## src/rtl/xbf_pkg.sv

```systemverilog
package xbf_pkg;

    typedef enum logic [1:0] {
        PH_Q1 = 2'd0,
        PH_Q2 = 2'd1,
        PH_Q3 = 2'd2,
        PH_Q4 = 2'd3
    } xbf_phase_t;

endpackage

```

## src/rtl/xbf_phase.sv

```systemverilog
module xbf_phase
    import xbf_pkg::*;
(
    input  logic       clk,
    input  logic       rst_n,
    output xbf_phase_t ph_q,
    output xbf_phase_t ph_nxt
);

    xbf_phase_t ph_d;

    always_comb begin
        ph_d = xbf_phase_t'(ph_q + 2'd1);
    end

    always_ff @(posedge clk) begin
        if (!rst_n) ph_q <= PH_Q1;
        else        ph_q <= ph_d;
    end

    assign ph_nxt = rst_n ? ph_d : PH_Q1;

    // one phase step per clock once out of reset
    p_phase_step_r1: assert property (@(posedge clk) disable iff (!rst_n)
        $past(rst_n) |-> (ph_q == xbf_phase_t'($past(ph_q) + 2'd1)));

endmodule

```

## src/rtl/xbf_capture.sv

```systemverilog
module xbf_capture #(
    parameter int DATA_W = 16
) (
    input  logic              clk,
    input  logic              rst_n,
    input  logic              cap_en,
    input  logic [DATA_W-1:0] din,
    output logic [DATA_W-1:0] word_q,
    output logic              valid_q
);

    logic [DATA_W-1:0] word_d;
    logic              valid_d;

    always_comb begin
        word_d  = word_q;
        valid_d = 1'b0;
        if (cap_en) begin
            word_d  = din;
            valid_d = 1'b1;
        end
    end

    always_ff @(posedge clk) begin
        if (!rst_n) begin
            word_q  <= '0;
            valid_q <= 1'b0;
        end else begin
            word_q  <= word_d;
            valid_q <= valid_d;
        end
    end

    // the valid flag is a single-clock pulse
    p_valid_single_r8: assert property (@(posedge clk) disable iff (!rst_n)
        valid_q |=> !valid_q);

    // the word holds whenever no capture took place
    p_word_hold_r8: assert property (@(posedge clk) disable iff (!rst_n)
        (!valid_q && $past(rst_n)) |-> $stable(word_q));

endmodule

```

## src/rtl/xbf_fetch_seq.sv

```systemverilog
module xbf_fetch_seq
    import xbf_pkg::*;
#(
    parameter int DATA_W = 16,
    parameter int PC_W   = 21
) (
    input  logic              clk,
    input  logic              rst_n,
    input  logic              fetch_req,
    input  logic [PC_W-1:0]   pc,
    output logic [DATA_W-1:0] ad_out,
    output logic              ad_oe,
    input  logic [DATA_W-1:0] ad_in,
    output logic [PC_W-DATA_W-2:0] addr_hi,
    output logic              ale,
    output logic              oe_n,
    output logic              ba0,
    output logic [DATA_W-1:0] word_q,
    output logic              word_valid
);

    localparam int HI_W = PC_W - DATA_W - 1;

    typedef struct packed {
        logic            busy;
        logic [PC_W-1:0] addr;
        logic            ale;
        logic            oe_n;
        logic            ba0;
        logic            ad_oe;
    } seq_st_t;

    xbf_phase_t ph_q;
    xbf_phase_t ph_nxt;
    seq_st_t    st_d;
    seq_st_t    st_q;
    logic       cap_en;

    xbf_phase i_phase (
        .clk    (clk),
        .rst_n  (rst_n),
        .ph_q   (ph_q),
        .ph_nxt (ph_nxt)
    );

    always_comb begin
        st_d = st_q;
        if (ph_q == PH_Q4) begin
            st_d.busy = fetch_req;
            if (fetch_req) st_d.addr = pc;
        end
        st_d.ale   = st_d.busy && (ph_nxt == PH_Q1);
        st_d.ad_oe = st_d.busy && (ph_nxt == PH_Q1);
        st_d.oe_n  = !(st_d.busy && ((ph_nxt == PH_Q3) || (ph_nxt == PH_Q4)));
        st_d.ba0   = st_d.busy && (ph_nxt == PH_Q3) && st_d.addr[0];
    end

    always_ff @(posedge clk) begin
        if (!rst_n) begin
            st_q      <= '0;
            st_q.oe_n <= 1'b1;
        end else begin
            st_q <= st_d;
        end
    end

    assign cap_en = st_q.busy && (ph_q == PH_Q4);

    xbf_capture #(.DATA_W(DATA_W)) i_capture (
        .clk     (clk),
        .rst_n   (rst_n),
        .cap_en  (cap_en),
        .din     (ad_in),
        .word_q  (word_q),
        .valid_q (word_valid)
    );

    assign ad_out  = st_q.addr[DATA_W:1];
    assign addr_hi = st_q.addr[PC_W-1:DATA_W+1];
    assign ale     = st_q.ale;
    assign ad_oe   = st_q.ad_oe;
    assign oe_n    = st_q.oe_n;
    assign ba0     = st_q.ba0;

    // the strobe only ever rises while the block drives the bus
    p_ale_drive_r3: assert property (@(posedge clk) disable iff (!rst_n)
        ale |-> ad_oe);

    // address lines unchanged at the edge where the strobe falls
    p_addr_hold_r4: assert property (@(posedge clk) disable iff (!rst_n)
        $fell(ale) |-> ($stable(ad_out) && $stable(addr_hi)));

    // never read enable while driving the shared lines
    p_oe_no_drive_r5: assert property (@(posedge clk) disable iff (!rst_n)
        !oe_n |-> !ad_oe);

    // byte select only in the first read-enable clock
    p_ba0_q3_r6: assert property (@(posedge clk) disable iff (!rst_n)
        ba0 |-> (!oe_n && $past(oe_n)));

    // each end of a read enable yields a valid pulse
    p_valid_on_oe_rise_r8: assert property (@(posedge clk) disable iff (!rst_n)
        $rose(oe_n) |-> word_valid);

    // read enable lasts exactly two clocks
    p_oe_two_r5: assert property (@(posedge clk) disable iff (!rst_n)
        ($fell(oe_n)) |=> !oe_n);

endmodule

```

## config.mk

```make
export PLATFORM = sky130hd
export DESIGN_NAME = xbf_fetch_seq
export DESIGN_NICKNAME = d
export VERILOG_FILES = /design/src/rtl/xbf_pkg.sv /design/src/rtl/xbf_phase.sv /design/src/rtl/xbf_capture.sv /design/src/rtl/xbf_fetch_seq.sv
export SDC_FILE = /design/constraint.sdc
export NUM_CORES = 1
export LEC_CHECK = 0
export ABC_AREA = 1
export BUFFER_PORTS_ARGS = -buffer_cell sky130_fd_sc_hd__buf_4
export CAP_MARGIN = 0
export CORE_MARGIN = 3
export CORE_UTILIZATION = 48
export DETAILED_ROUTE_END_ITERATION = 12
export GPL_TIMING_DRIVEN = 0
export PLACE_DENSITY_LB_ADDON = 0.12
export SLEW_MARGIN = 30
export SYNTH_ARGS = -nofsm -noshare
export SYNTH_HDL_FRONTEND = slang
export SYNTH_SLANG_ARGS = --single-unit
```

## constraint.sdc

```tcl
create_clock -name clk -period 2.93 [get_ports clk]
set_clock_uncertainty 0.15 [all_clocks]
set_input_delay 0.1465 -clock clk [delete_from_list [all_inputs] [get_ports clk]]
set_output_delay 0.1465 -clock clk [all_outputs]
set_load 0.02 [all_outputs]
```

# Yosys cells after proc, flatten, opt, wreduce, memory -nomap -nowiden
# Index checks and enable logic that the tools add are counted.
# word_totals
input_bits,40
word_cells,26
reg_bits,44
output_inout_bits,41
# classes
n_reduce_logical,9
eq_ne,3
mux,4
addsub,1
# op_table
op,count
22-bit 2-to-1 mux,1
21-bit 2-to-1 mux,1
2-bit equality test (second input constant),3
1-bit logical AND,5
2-bit by 1-bit adder with 2-bit output (second input constant),1
2-bit zero test,1
2-bit 2-to-1 mux,1
2-bit AND reduction,1
1-bit zero test,1
1-bit logical OR,1
1-bit 2-to-1 mux,1

# Longest topological paths before layout
# Gate-level depths: netlist of run 1.
# logic_depth
ltp_word,6
ltp_mapped,6

# Cells and area by module
# From an unflattened synthesis of run 1, not the netlist that was laid out.
# hier_totals
cells_unflattened,249
area_unflattened_um2,1836.8
# modules_own_cells
mod,seq_area_each_um2,n_inst,area_each_um2,cells_each
xbf_fetch_seq,500.5,1,1052.3,136
xbf_capture,340.3,1,721.9,105
xbf_phase,40.0,1,62.6,8

# Least setup slack after synthesis of run 1
# No wires, ideal clock.
# synth_path
path_kind,reg-to-reg
start,register i_phase.ph_q[0]
end,register i_capture.word_q[10]
synth_period_minus_slack_ns,1.313
path_slack_ns,1.617
arrival_ns,1.047
stages_incl_launch_ff,6
n_path_buf,1
path_cell_list,dfxtp_1 -> ha_1 -> nand2_2 -> clkbuf_2 -> o21ai_0 -> nor2_1
# synth_via
elab_chain_len,2
# synth_lines
item,line_no,text
from (decl),xbf_phase.sv:6,"output xbf_phase_t ph_q,"
from (signal assigned),xbf_phase.sv:18,else ph_q <= ph_d;
2-bit equality test,xbf_fetch_seq.sv:67,assign cap_en = st_q.busy && (ph_q == PH_Q4);
1-bit logical AND,xbf_fetch_seq.sv:67,
to (signal assigned),xbf_capture.sv:29,word_q <= word_d;
to (decl),xbf_capture.sv:8,"output logic [DATA_W-1:0] word_q,"
# No other way between the ends.
# A chain may end at the register's enable or synchronous reset.

# Final worst setup path of run 1
# layout_path
start,register i_phase.ph_q[0]
end,register st_q (netlist bit ba0)
# layout_via
elab_chain_len,5
word_cells_on_any_way,7
# layout_lines
item,line_no,text
2-bit by 1-bit adder with 2-bit output,xbf_phase.sv:13,ph_d = xbf_phase_t'(ph_q + 2'd1);
2-bit 2-to-1 mux,xbf_phase.sv:21,assign ph_nxt = rst_n ? ph_d : PH_Q1;
2-bit equality test,xbf_fetch_seq.sv:55,st_d.ba0 = st_d.busy && (ph_nxt == PH_Q3) && st_d.addr[0];
1-bit logical AND,xbf_fetch_seq.sv:55,
1-bit logical AND *,xbf_fetch_seq.sv:55,
to (signal assigned),xbf_fetch_seq.sv:63,st_q <= st_d;
to (decl),xbf_fetch_seq.sv:36,seq_st_t st_q;
# Mark *: on every way between the ends. The rest lies on a longest branch, timed or not.

==> results of run 1 <==
-- critical path, cell delays in order (launching register included) --
cell	delay, ns
sky130_fd_sc_hd__dfxtp_1	0.40
sky130_fd_sc_hd__ha_1	0.25
sky130_fd_sc_hd__nand3_1	0.09
sky130_fd_sc_hd__dlygate4sd3_1	0.55
sky130_fd_sc_hd__nand3_1	0.08
sky130_fd_sc_hd__nor2_1	0.05
-- state kept, by name, summed over array words and instances, names as in the netlist --
name / count
ad_out: 16
i_capture.word_q: 16
addr_hi: 4
i_phase.ph_q: 2
st_q: 2
ad_oe: 1
ba0: 1
i_capture.valid_q: 1
oe_n: 1
-- worst max-delay path by stage --
stage	to	slack (ns)
2_1_floorplan	i_capture.word_q[10]	1.62
3_3_place_gp	i_capture.word_q[6]	1.44
3_5_place_dp	i_capture.word_q[6]	1.43
4_1_cts	ba0	1.25
5_1_grt	ba0	1.14
6_report	ba0	1.26
-- cell usage in the layout, fill, tap and decap left out, drive strengths merged --
cell / n
dfxtp: 44
clkbuf: 14
inv: 10
nand2: 10
nor2: 76
nand3: 3
o21ai: 36
buf: 104
ha: 1
dlygate4sd3: 39
-- power by group --
part | internal, mW | switching, mW
registers | 0.612 | 0.00717
clock network | 0.136 | 0.183
logic | 0.108 | 0.0703
total | 0.856 | 0.260
-- metal layers --
metal  global-route usage  share of wire
met3               0.0659          0.062
met5                    0              0
met4               0.0648          0.012
met1                0.249           0.40
met2                0.436           0.52
-- final cells by class --
cell class / count / area share
well taps: 44 / 0.0198
flip-flops and latches: 44 / 0.316
clock buffers: 7 / 0.0234
inverters: 10 / 0.0144
repair buffers: 119 / 0.356
multi-input cells: 126 / 0.192
plain buffers: 31 / 0.0778
-- cell families (layout without fill, tap and decap cells) --
kind of cell | Yosys count | count (layout) | share of synthesized area
fa+ha+maj | 1 | 1 | 0.00748
compound gates | 36 | 36 | 0.108
buf+inv | 41 | 167 | 0.153
simple gates | 89 | 89 | 0.205
flops | 44 | 44 | 0.527
-- per-stage QoR --
stage / instance area, um^2 / hold WS, ns / setup WS [ns]
2_1_floorplan: 1670 / 0.144 / 1.62
3_3_place_gp: 2330 / 0.234 / 1.44
3_5_place_dp: 2330 / 0.240 / 1.43
4_1_cts: 2780 / 0.347 / 1.25
5_1_grt: 2780 / 0.363 / 1.14
6_report: 2780 / 0.345 / 1.26
==> impl_results.md, run 1 <==
- Run status: complete, no violations
- Clock input transition at the sequential cells of the worst setup and hold paths: 0.12 ns
- Leading cell type by number of instances after synthesis: sky130_fd_sc_hd__nor2_1
- Worst hold path cell count: 2
- Number of maximum-capacitance violations: 0
- Synth Instances: 211
- Destination of the worst hold path: addr_hi[0]
- Number of buffers inserted to repair setup after CTS: 0
- Initial antenna violation count: 0
- Clock sink total: 44
- Height of the die: 65.0 um
- Ys Warns: 0
- FF-to-FF setup slack: 1.26 ns
- Count of flip-flops with a built-in enable after synthesis: 0
- Vias in the first global route: 1708
- Power density normalized to cell area: 401 nW/um^2
- Total Nets Final: 378
- Final total negative setup slack: 0 ns
- Final critical path time including I/O delays and setup: 1.67 ns
- Root Buffer Master: sky130_fd_sc_hd__clkbuf_4
- Data arrival time of the critical path: 1.76 ns
- List of most frequent post-synthesis cells: 76 x sky130_fd_sc_hd__nor2_1, 44 x sky130_fd_sc_hd__dfxtp_1, 27 x sky130_fd_sc_hd__o21ai_0
- Total of fill cells in the finished design: 190
- Number of I/O pins: 81
- Post-Synthesis Net Count: 252
- Footprint of the flip-flops and latches: 881 um^2
- Sequential cell area fraction in the yosys report: 0.527
- Core area: 3180 um^2
- Cell type with the highest aggregate area in the netlist: sky130_fd_sc_hd__dfxtp_1
- Vias after detailed routing: 1719
- Cell area after synthesis: 1670 um^2
- Number of buffers created by CTS: 5
- Resize count post-CTS: 0
- Largest net degree at the start of global routing: 13
- Power consumption: 1.12 mW
- Initial DRC count: 44
- Overall Global Routing Usage: 0.231
- Placed wire-length estimate: 2750 um
- Endpoint of the most critical register-to-register path: ba0
- Avg Cell Area, Syn: 7.93 um^2
- Total congestion overflow after global routing: 0
- CTS tree: yes
- Die area: 4230 um^2
- Startpoint of the worst-slack reg-to-reg timing path: i_phase.ph_q[0]
- First-pass iteration count of the detailed router: 4
- Cell variety after synth: 15
- DR vias/cell: 4.51
- Finish-stage setup viols: 0
- Hold Violations, Final: 0
- Largest fanout on the critical path: 4
- Type of the worst setup path: flip-flop to flip-flop
- Worst setup EP type: flip-flop
- Final core utilization: 0.876
- Effective utilization at floorplan: 0.526
- Least-Margin Pin Slew: 0.369 ns
- Top cells by area, synth: sky130_fd_sc_hd__dfxtp_1 53%, sky130_fd_sc_hd__nor2_1 17%, sky130_fd_sc_hd__buf_4 10%
- Cell depth of the worst flop-to-flop path: 5
- Count of hold-fix buffers inserted at cts: 39
- Class of the worst hold path: flip-flop to flip-flop
- Area growth from synthesis to layout: 66.4%
- Final wirelength: 4570 um
- Most used DFF post-synth: sky130_fd_sc_hd__dfxtp_1
- Final cell count without fillers: 381
- Routability Congestion: 0.702
- Clock insertion delay at the later pin of the skew report: 0.33 ns
- Number of diodes: 0
- Count of nets left with antenna violations after detail routing: 0
- Standby leakage power: 1.34 nW
- Number of buffers inserted by port buffering: 80
- Critical path launch point: i_phase.ph_q[0]
- Wire length of the first global-routing pass: 7610 um
- Fraction of synthesized cell area taken by the top area cell type: 0.527
- Async set or reset register ratio after synthesis: 0
- Cell Count Post-Placement: 335
- Synthesis-stage register bit count: 44
- Multi-input combinational cell area: 536 um^2
- Number of slew-limit violations in the final report: 0
- Maximum operating frequency: 600 MHz
- Worst path required time: 3.03 ns
- VDD IR-drop max: 0.372 mV
- DRC errors left: 0
- Bufs on Longest Clock Path: 2
- Relative slew slack: 0.754
- Width of the die: 65.0 um
- Unrepaired setup endpoints after global routing: false
- Critical hold path startpoint: addr_hi[0]
- Count of standard-cell rows: 20
- Element type at the critical path start: flip-flop
- Tcrit/Tclk final: 0.569
- Share of cells above drive strength 1: 0.356
- Number of levels the H-tree was split into: 2
- Routed len/inst: 12.0 um
Power figures use the tool's default switching activity.
==> run 2, diff against run 1 <==
--- a/config.mk
+++ b/config.mk
@@ -5,7 +5,7 @@
 export SDC_FILE = /design/constraint.sdc
 export NUM_CORES = 1
 export LEC_CHECK = 0
-export ABC_AREA = 1
+export ABC_AREA = 0
 export BUFFER_PORTS_ARGS = -buffer_cell sky130_fd_sc_hd__buf_4
 export CAP_MARGIN = 0
 export CORE_MARGIN = 3
==> constraint.sdc (replaced) <==
create_clock -name clk -period 1.7 [get_ports clk]
set_clock_uncertainty 0.15 [all_clocks]
set_input_delay 0.085 -clock clk [delete_from_list [all_inputs] [get_ports clk]]
set_output_delay 0.085 -clock clk [all_outputs]
set_load 0.02 [all_outputs]
==> impl_results.md, run 2 <==
- Hold Violations, Final: 0 (unchanged)
- Standby leakage power: 1.58 nW (+18%)
- Total of fill cells in the finished design: 256 (+35%)
- Placed wire-length estimate: 3270 um (+19%)
- Count of hold-fix buffers inserted at cts: 38 (-2.6%)
- Top cells by area, synth: sky130_fd_sc_hd__dfxtp_1 44%, sky130_fd_sc_hd__a21boi_0 13%, sky130_fd_sc_hd__o21a_1 13%
- Synthesis-stage register bit count: 44 (unchanged)
- Area growth from synthesis to layout: 57.5%
- Vias in the first global route: 1896 (+11%)
- Cell area after synthesis: 2020 um^2 (+20%)
- Cell Chain, Critical Path: ha_1 -> buf_6 -> clkbuf_4 -> a21boi_0 -> o21a_1
- Power density normalized to cell area: 698 nW/um^2 (+74%)
- Ys Warns: 0 (unchanged)
- Number of diodes: 0 (unchanged)
- Routed len/inst: 14.1 um (+18%)
- Type of the worst setup path: flip-flop to flip-flop
- Tcrit/Tclk final: 0.933 (+0.364)
- Footprint of the flip-flops and latches: 881 um^2 (unchanged)
- Least-Margin Pin Slew: 0.454 ns (+0.0852 ns)
- Clock insertion delay at the later pin of the skew report: 0.30 ns (-0.03 ns)
- Maximum operating frequency: 631 MHz (+5.2%)
- Cell type with the highest aggregate area in the netlist: sky130_fd_sc_hd__dfxtp_1
- Total Nets Final: 372 (-1.6%)
- Vias after detailed routing: 1860 (+8.2%)
- Worst setup EP type: flip-flop
- Worst Setup Slack post-DPL: 0.169 ns (-1.26 ns)
- Number of buffers created by CTS: 5 (unchanged)
- Share of cells above drive strength 1: 0.367 (+0.0114)
- Count of flip-flops with a built-in enable after synthesis: 0 (unchanged)
- Initial DRC count: 96 (+120%)
- Number of maximum-capacitance violations: 0 (unchanged)
- List of most frequent post-synthesis cells: 44 x sky130_fd_sc_hd__dfxtp_1, 37 x sky130_fd_sc_hd__and3_1, 36 x sky130_fd_sc_hd__a21boi_0, 36 x sky130_fd_sc_hd__o21a_1, 22 x sky130_fd_sc_hd__buf_4
- Largest net degree at the start of global routing: 14 (+1)
- First-pass iteration count of the detailed router: 4 (unchanged)
- DR vias/cell: 4.89 (+8.5%)
- Die area: 5010 um^2 (+19%)
- CTS tree: yes
- Most used DFF post-synth: sky130_fd_sc_hd__dfxtp_1
- Number of buffers inserted to repair setup after CTS: 0 (unchanged)
- Data arrival time of the critical path: 1.63 ns (-0.13 ns)
- DRC errors left: 0 (unchanged)
- Async set or reset register ratio after synthesis: 0 (unchanged)
- Wire length of the first global-routing pass: 8830 um (+16%)
- Worst hold path cell count: 3 (+1)
- Cell variety after synth: 20 (+5)
- Post-route setup slack: 0.114 ns (-1.15 ns)
- Bufs on Longest Clock Path: 2 (unchanged)
- Avg Cell Area, Syn: 9.74 um^2 (+23%)
- VDD IR-drop max: 0.568 mV (+53%)
- Number of slew-limit violations in the final report: 0 (unchanged)
- Relative slew slack: 0.697 (-0.0568)
- Largest incremental delay on the critical path: 0.38 ns (-0.17 ns)
- Resize count post-CTS: 0 (unchanged)
- Synth Instances: 207 (-1.9%)
- Post-Synthesis Net Count: 248 (-1.6%)
- Number of I/O pins: 81 (unchanged)
- Routability Congestion: 0.728 (+3.6%)
- Core area: 3850 um^2 (+21%)
- Final total negative setup slack: 0 ns (unchanged)
- Clock input transition at the sequential cells of the worst setup and hold paths: 0.08 ns (-0.04 ns)
- Fraction of synthesized cell area taken by the top area cell type: 0.437 (-0.0896)
- Initial antenna violation count: 0 (unchanged)
- Class of the worst hold path: input pin to flip-flop
- Finish-stage setup viols: 0 (unchanged)
- Overall Global Routing Usage: 0.219 (-0.0123)
- Largest fanout on the critical path: 10 (+6)
- Total congestion overflow after global routing: 0 (unchanged)
- Count of standard-cell rows: 22 (+10%)
- Root Buffer Master: sky130_fd_sc_hd__clkbuf_8
- Slowest stage cell, crit path: sky130_fd_sc_hd__dfxtp_1
- Run status: complete, no violations
- Cell depth of the worst flop-to-flop path: 5 (unchanged)
- Multi-input combinational cell area: 873 um^2 (+63%)
- Final critical path time including I/O delays and setup: 1.59 ns (-0.0817 ns)
- Element type at the critical path start: flip-flop
- Effective utilization at floorplan: 0.523 (-0.00333)
- Number of levels the H-tree was split into: 2 (unchanged)
- Sequential cell area fraction in the yosys report: 0.437 (-0.0896)
- Unrepaired setup endpoints after global routing: false
- Worst path required time: 1.74 ns (-1.29 ns)
- Clock sink total: 44 (unchanged)
- Leading cell type by number of instances after synthesis: sky130_fd_sc_hd__dfxtp_1
- Height of the die: 70.8 um (+8.9%)
- Most common library cell in the layout ignoring fill and taps: sky130_fd_sc_hd__buf_4
- Top library cells by usage in the layout, fill and taps aside: 101 x sky130_fd_sc_hd__buf_4, 44 x sky130_fd_sc_hd__dfxtp_1, 38 x sky130_fd_sc_hd__dlygate4sd3_1
- Width of the die: 70.8 um (+8.9%)
- Number of buffers inserted by port buffering: 79 (-1.3%)
- Hold slack: 0.0246 ns (-0.320 ns)
- Count of nets left with antenna violations after detail routing: 0 (unchanged)
- Final wirelength: 5360 um (+17%)
## run 2: path summary, 6_finish.rpt
path | startpoint | end | slack, ns
worst min-delay path | fetch_req | oe_n | 0.02
worst max-delay path | i_phase.ph_q[0] | ad_out[2] | 0.11
worst min register to register | i_phase.ph_q[0] | i_phase.ph_q[0] | 0.33
worst max register to register | i_phase.ph_q[0] | ad_out[2] | 0.11
## run 2: area by class of cell
type                    count  share of cell area
clock inverters             1             0.00946
clock buffers               7              0.0303
multi-input cells         122               0.275
flip-flops and latches     44               0.277
repair buffers            117               0.307
plain buffers              41              0.0823
well taps                  48              0.0189
## run 2: cells by family (layout without fill, tap and decap cells)
kind of cell    count (synthesis)  count (layout)  share of synthesized area
compound gates                 75              75                      0.279
fa+ha+maj                       1               1                    0.00621
buf+inv                        41             166                      0.130
flops                          44              44                      0.437
mux                             1               1                    0.00745
simple gates                   45              45                      0.140
## run 2: metrics by stage
stage	instances	area, um^2	utilization	power [mW]
after floorplan	207	2020	-	1.19
after global placement	334	2670	0.693	1.30
after detailed placement	334	2670	0.693	1.30
after CTS	380	3180	0.824	2.22
after global routing	380	3180	0.824	2.30
final	380	3180	0.824	2.22
## run 2: where the power goes
part / total, mW / switching (mW) / leakage (nW) / internal (mW)
clock: 0.863 / 0.345 / 0.0645 / 0.518
sequential: 1.05 / 0.00903 / 0.355 / 1.05
combinational: 0.298 / 0.122 / 1.16 / 0.177
## run 2: metal layers
metal  track usage  vias to the layer above  share of wire
met4        0.0605                        0          0.012
met2         0.387                       65           0.48
met1         0.260                      838           0.44
li1              -                      950              -
met5             0                        -              0
met3        0.0597                        7          0.069
## run 2: critical path: cells and delay by family (launching register included)
kind                     cells  cell delay (ns)
buffers and inverters        2             0.37
AO/OA/AOI/OAI                2             0.32
adder cells (fa/ha/maj)      1             0.27
flip-flops                   1             0.38
==> run 3, diff against run 2 <==
--- a/config.mk
+++ b/config.mk
@@ -8,11 +8,13 @@
 export ABC_AREA = 0
 export BUFFER_PORTS_ARGS = -buffer_cell sky130_fd_sc_hd__buf_4
 export CAP_MARGIN = 0
+export CELL_PAD_IN_SITES_DETAIL_PLACEMENT = 1
+export CELL_PAD_IN_SITES_GLOBAL_PLACEMENT = 1
 export CORE_MARGIN = 3
-export CORE_UTILIZATION = 48
+export CORE_UTILIZATION = 35
 export DETAILED_ROUTE_END_ITERATION = 12
 export GPL_TIMING_DRIVEN = 0
-export PLACE_DENSITY_LB_ADDON = 0.12
+export PLACE_DENSITY_LB_ADDON = 0.1
 export SLEW_MARGIN = 30
 export SYNTH_ARGS = -nofsm -noshare
 export SYNTH_HDL_FRONTEND = slang
==> impl_results.md, run 3 (synthesis results as in run 2) <==
- Clock insertion delay at the later pin of the skew report: 0.30 ns (about the same)
- Number of buffers inserted to repair setup after CTS: 0 (unchanged)
- Type of the worst setup path: flip-flop to flip-flop
- Bufs on Longest Clock Path: 2 (unchanged)
- Core area: 5540 um^2 (+44%)
- Clock input transition at the sequential cells of the worst setup and hold paths: 0.09 ns (about the same)
- Power consumption: 2.03 mW (-8.5%)
- Standby leakage power: 1.55 nW (-1.8%)
- Post-route setup slack: 0.126 ns (+0.0117 ns)
- Run status: complete, no violations
- Root Buffer Master: sky130_fd_sc_hd__clkbuf_8
- Number of diodes: 0 (unchanged)
- Total Nets Final: 371 (-0.27%)
- Element type at the critical path start: flip-flop
- Tcrit/Tclk final: 0.926 (-0.00691)
- Count of nets left with antenna violations after detail routing: 0 (unchanged)
- DRC errors left: 0 (unchanged)
- Worst setup EP type: flip-flop
- Power density normalized to cell area: 641 nW/um^2 (-8.1%)
- Final cell count without fillers: 403 (+6.1%)
- Hold Violations, Final: 0 (unchanged)
- Worst path required time: 1.79 ns (+0.05 ns)
- Relative slew slack: 0.683 (-0.0139)
- Most common library cell in the layout ignoring fill and taps: sky130_fd_sc_hd__buf_4
- Clock sink total: 44 (unchanged)
- Critical path launch point: i_phase.ph_q[0]
- Wire length of the first global-routing pass: 9580 um (+8.5%)
- Maximum operating frequency: 635 MHz (+0.75%)
- Die area: 6710 um^2 (+34%)
- Class of the worst hold path: input pin to flip-flop
- Number of slew-limit violations in the final report: 0 (unchanged)
- Initial DRC count: 47 (-51%)
- Top library cells by usage in the layout, fill and taps aside: 101 x sky130_fd_sc_hd__buf_4, 44 x sky130_fd_sc_hd__dfxtp_1, 37 x sky130_fd_sc_hd__and3_1, 37 x sky130_fd_sc_hd__dlygate4sd3_1
- Overall Global Routing Usage: 0.185 (-0.0340)
- Cell Count Post-Placement: 358 (+7.2%)
- Vias in the first global route: 1960 (+3.4%)
- Effective utilization at floorplan: 0.364 (-0.159)
- Count of standard-cell rows: 27 (+23%)
- Share of cells above drive strength 1: 0.369 (+0.00111)
- Final critical path time including I/O delays and setup: 1.57 ns (-0.0117 ns)
- CTS tree: yes
- VDD IR-drop max: 0.368 mV (-35%)
- Critical hold path startpoint: pc[19]
- Initial antenna violation count: 0 (unchanged)
- Final total negative setup slack: 0 ns (unchanged)
- Number of buffers inserted by port buffering: 79 (unchanged)
- Unrepaired setup endpoints after global routing: false
- Startpoint of the worst-slack reg-to-reg timing path: i_phase.ph_q[0]
- Area growth from synthesis to layout: 56.9%
- First-pass iteration count of the detailed router: 4 (unchanged)
- Number of buffers created by CTS: 5 (unchanged)
- Finish-stage setup viols: 0 (unchanged)
- Placed wire-length estimate: 3910 um (+20%)
- Routability Congestion: 0.682 (-6.2%)
- Height of the die: 81.9 um (+16%)
- Final core utilization: 0.571 (-0.253)
- Largest net degree at the start of global routing: 16 (+2)
- Vias after detailed routing: 1886 (+1.4%)
- Total congestion overflow after global routing: 0 (unchanged)
- Number of levels the H-tree was split into: 2 (unchanged)
- Final wirelength: 5920 um (+11%)
- Routed len/inst: 14.7 um (+4.2%)
- Width of the die: 81.9 um (+16%)
- Data arrival time of the critical path: 1.67 ns (+0.04 ns)
- Largest fanout on the critical path: 10 (unchanged)
- DR vias/cell: 4.68 (-4.4%)
- Number of I/O pins: 81 (unchanged)
- Least-Margin Pin Slew: 0.475 ns (+0.0208 ns)
- Worst Setup Slack post-DPL: 0.149 ns (-0.0197 ns)
- Number of maximum-capacitance violations: 0 (unchanged)
## run 3: cell count changes in the layout (fill, tap and decap cells not counted), sizes merged
cell | before | now
clkinvlp | 0 | 2
bufinv | 1 | 0
clkbuf | 20 | 17
dlygate4sd3 | 38 | 37
buf | 107 | 108
clkinv | 0 | 1
## run 3: what timing repair did
item / in CTS / in global routing
endpoints found under the hold margin: 38 / 1
setup endpoints to repair: 0 / 1
hold buffers: 36 / 1
gates resized for setup: 0 / 1
## run 3: through the flow
stage	hold WS [ns]	area, um^2
after floorplan	0.114	2020
after CTS	0.00189	3150
after detailed placement	0.267	2700
after global routing	0.00345	3160
after global placement	0.253	2700
final	0.00148	3160
## run 3: cell type report
| cell class | count | area [um^2] |
|---|---|---|
| timing repair buffer | 116 | 963 |
| fill | 650 | 2380 |
| sequential | 44 | 881 |
| buffer | 41 | 262 |
| clock inverter | 3 | 23.8 |
| tap | 72 | 90.1 |
| multi-input combinational | 122 | 873 |
| clock buffer | 5 | 68.8 |
## run 3: where the power goes
part           leakage (nW)  internal [mW]  switching, mW  total (mW)
clock                0.0404          0.291          0.382       0.673
sequential            0.355           1.05        0.00941        1.06
combinational          1.16          0.175          0.124       0.299
total                  1.55           1.51          0.515        2.03
## run 3: critical path: stages (launching register included)
cell	delay (ns)
sky130_fd_sc_hd__dfxtp_1	0.40
sky130_fd_sc_hd__ha_1	0.26
sky130_fd_sc_hd__buf_1	0.35
sky130_fd_sc_hd__and3_1	0.23
sky130_fd_sc_hd__o21a_1	0.13
## run 3: path summary, 6_finish.rpt
| check | endpoint | slack, ns | cells after the start |
|---|---|---|---|
| worst min-delay path | addr_hi[2] | 0.001 | 3 |
| worst min register to register | ba0 | 0.33 | 2 |
| worst max register to register | ad_out[10] | 0.13 | 4 |
| worst max-delay path | ad_out[10] | 0.13 | 4 |
## run 3: per-layer routing
metal | global-route usage | share of wire
met1 | 0.222 | 0.43
met2 | 0.330 | 0.51
met3 | 0.0482 | 0.054
met4 | 0.0399 | 0.0039
met5 | 0 | 0
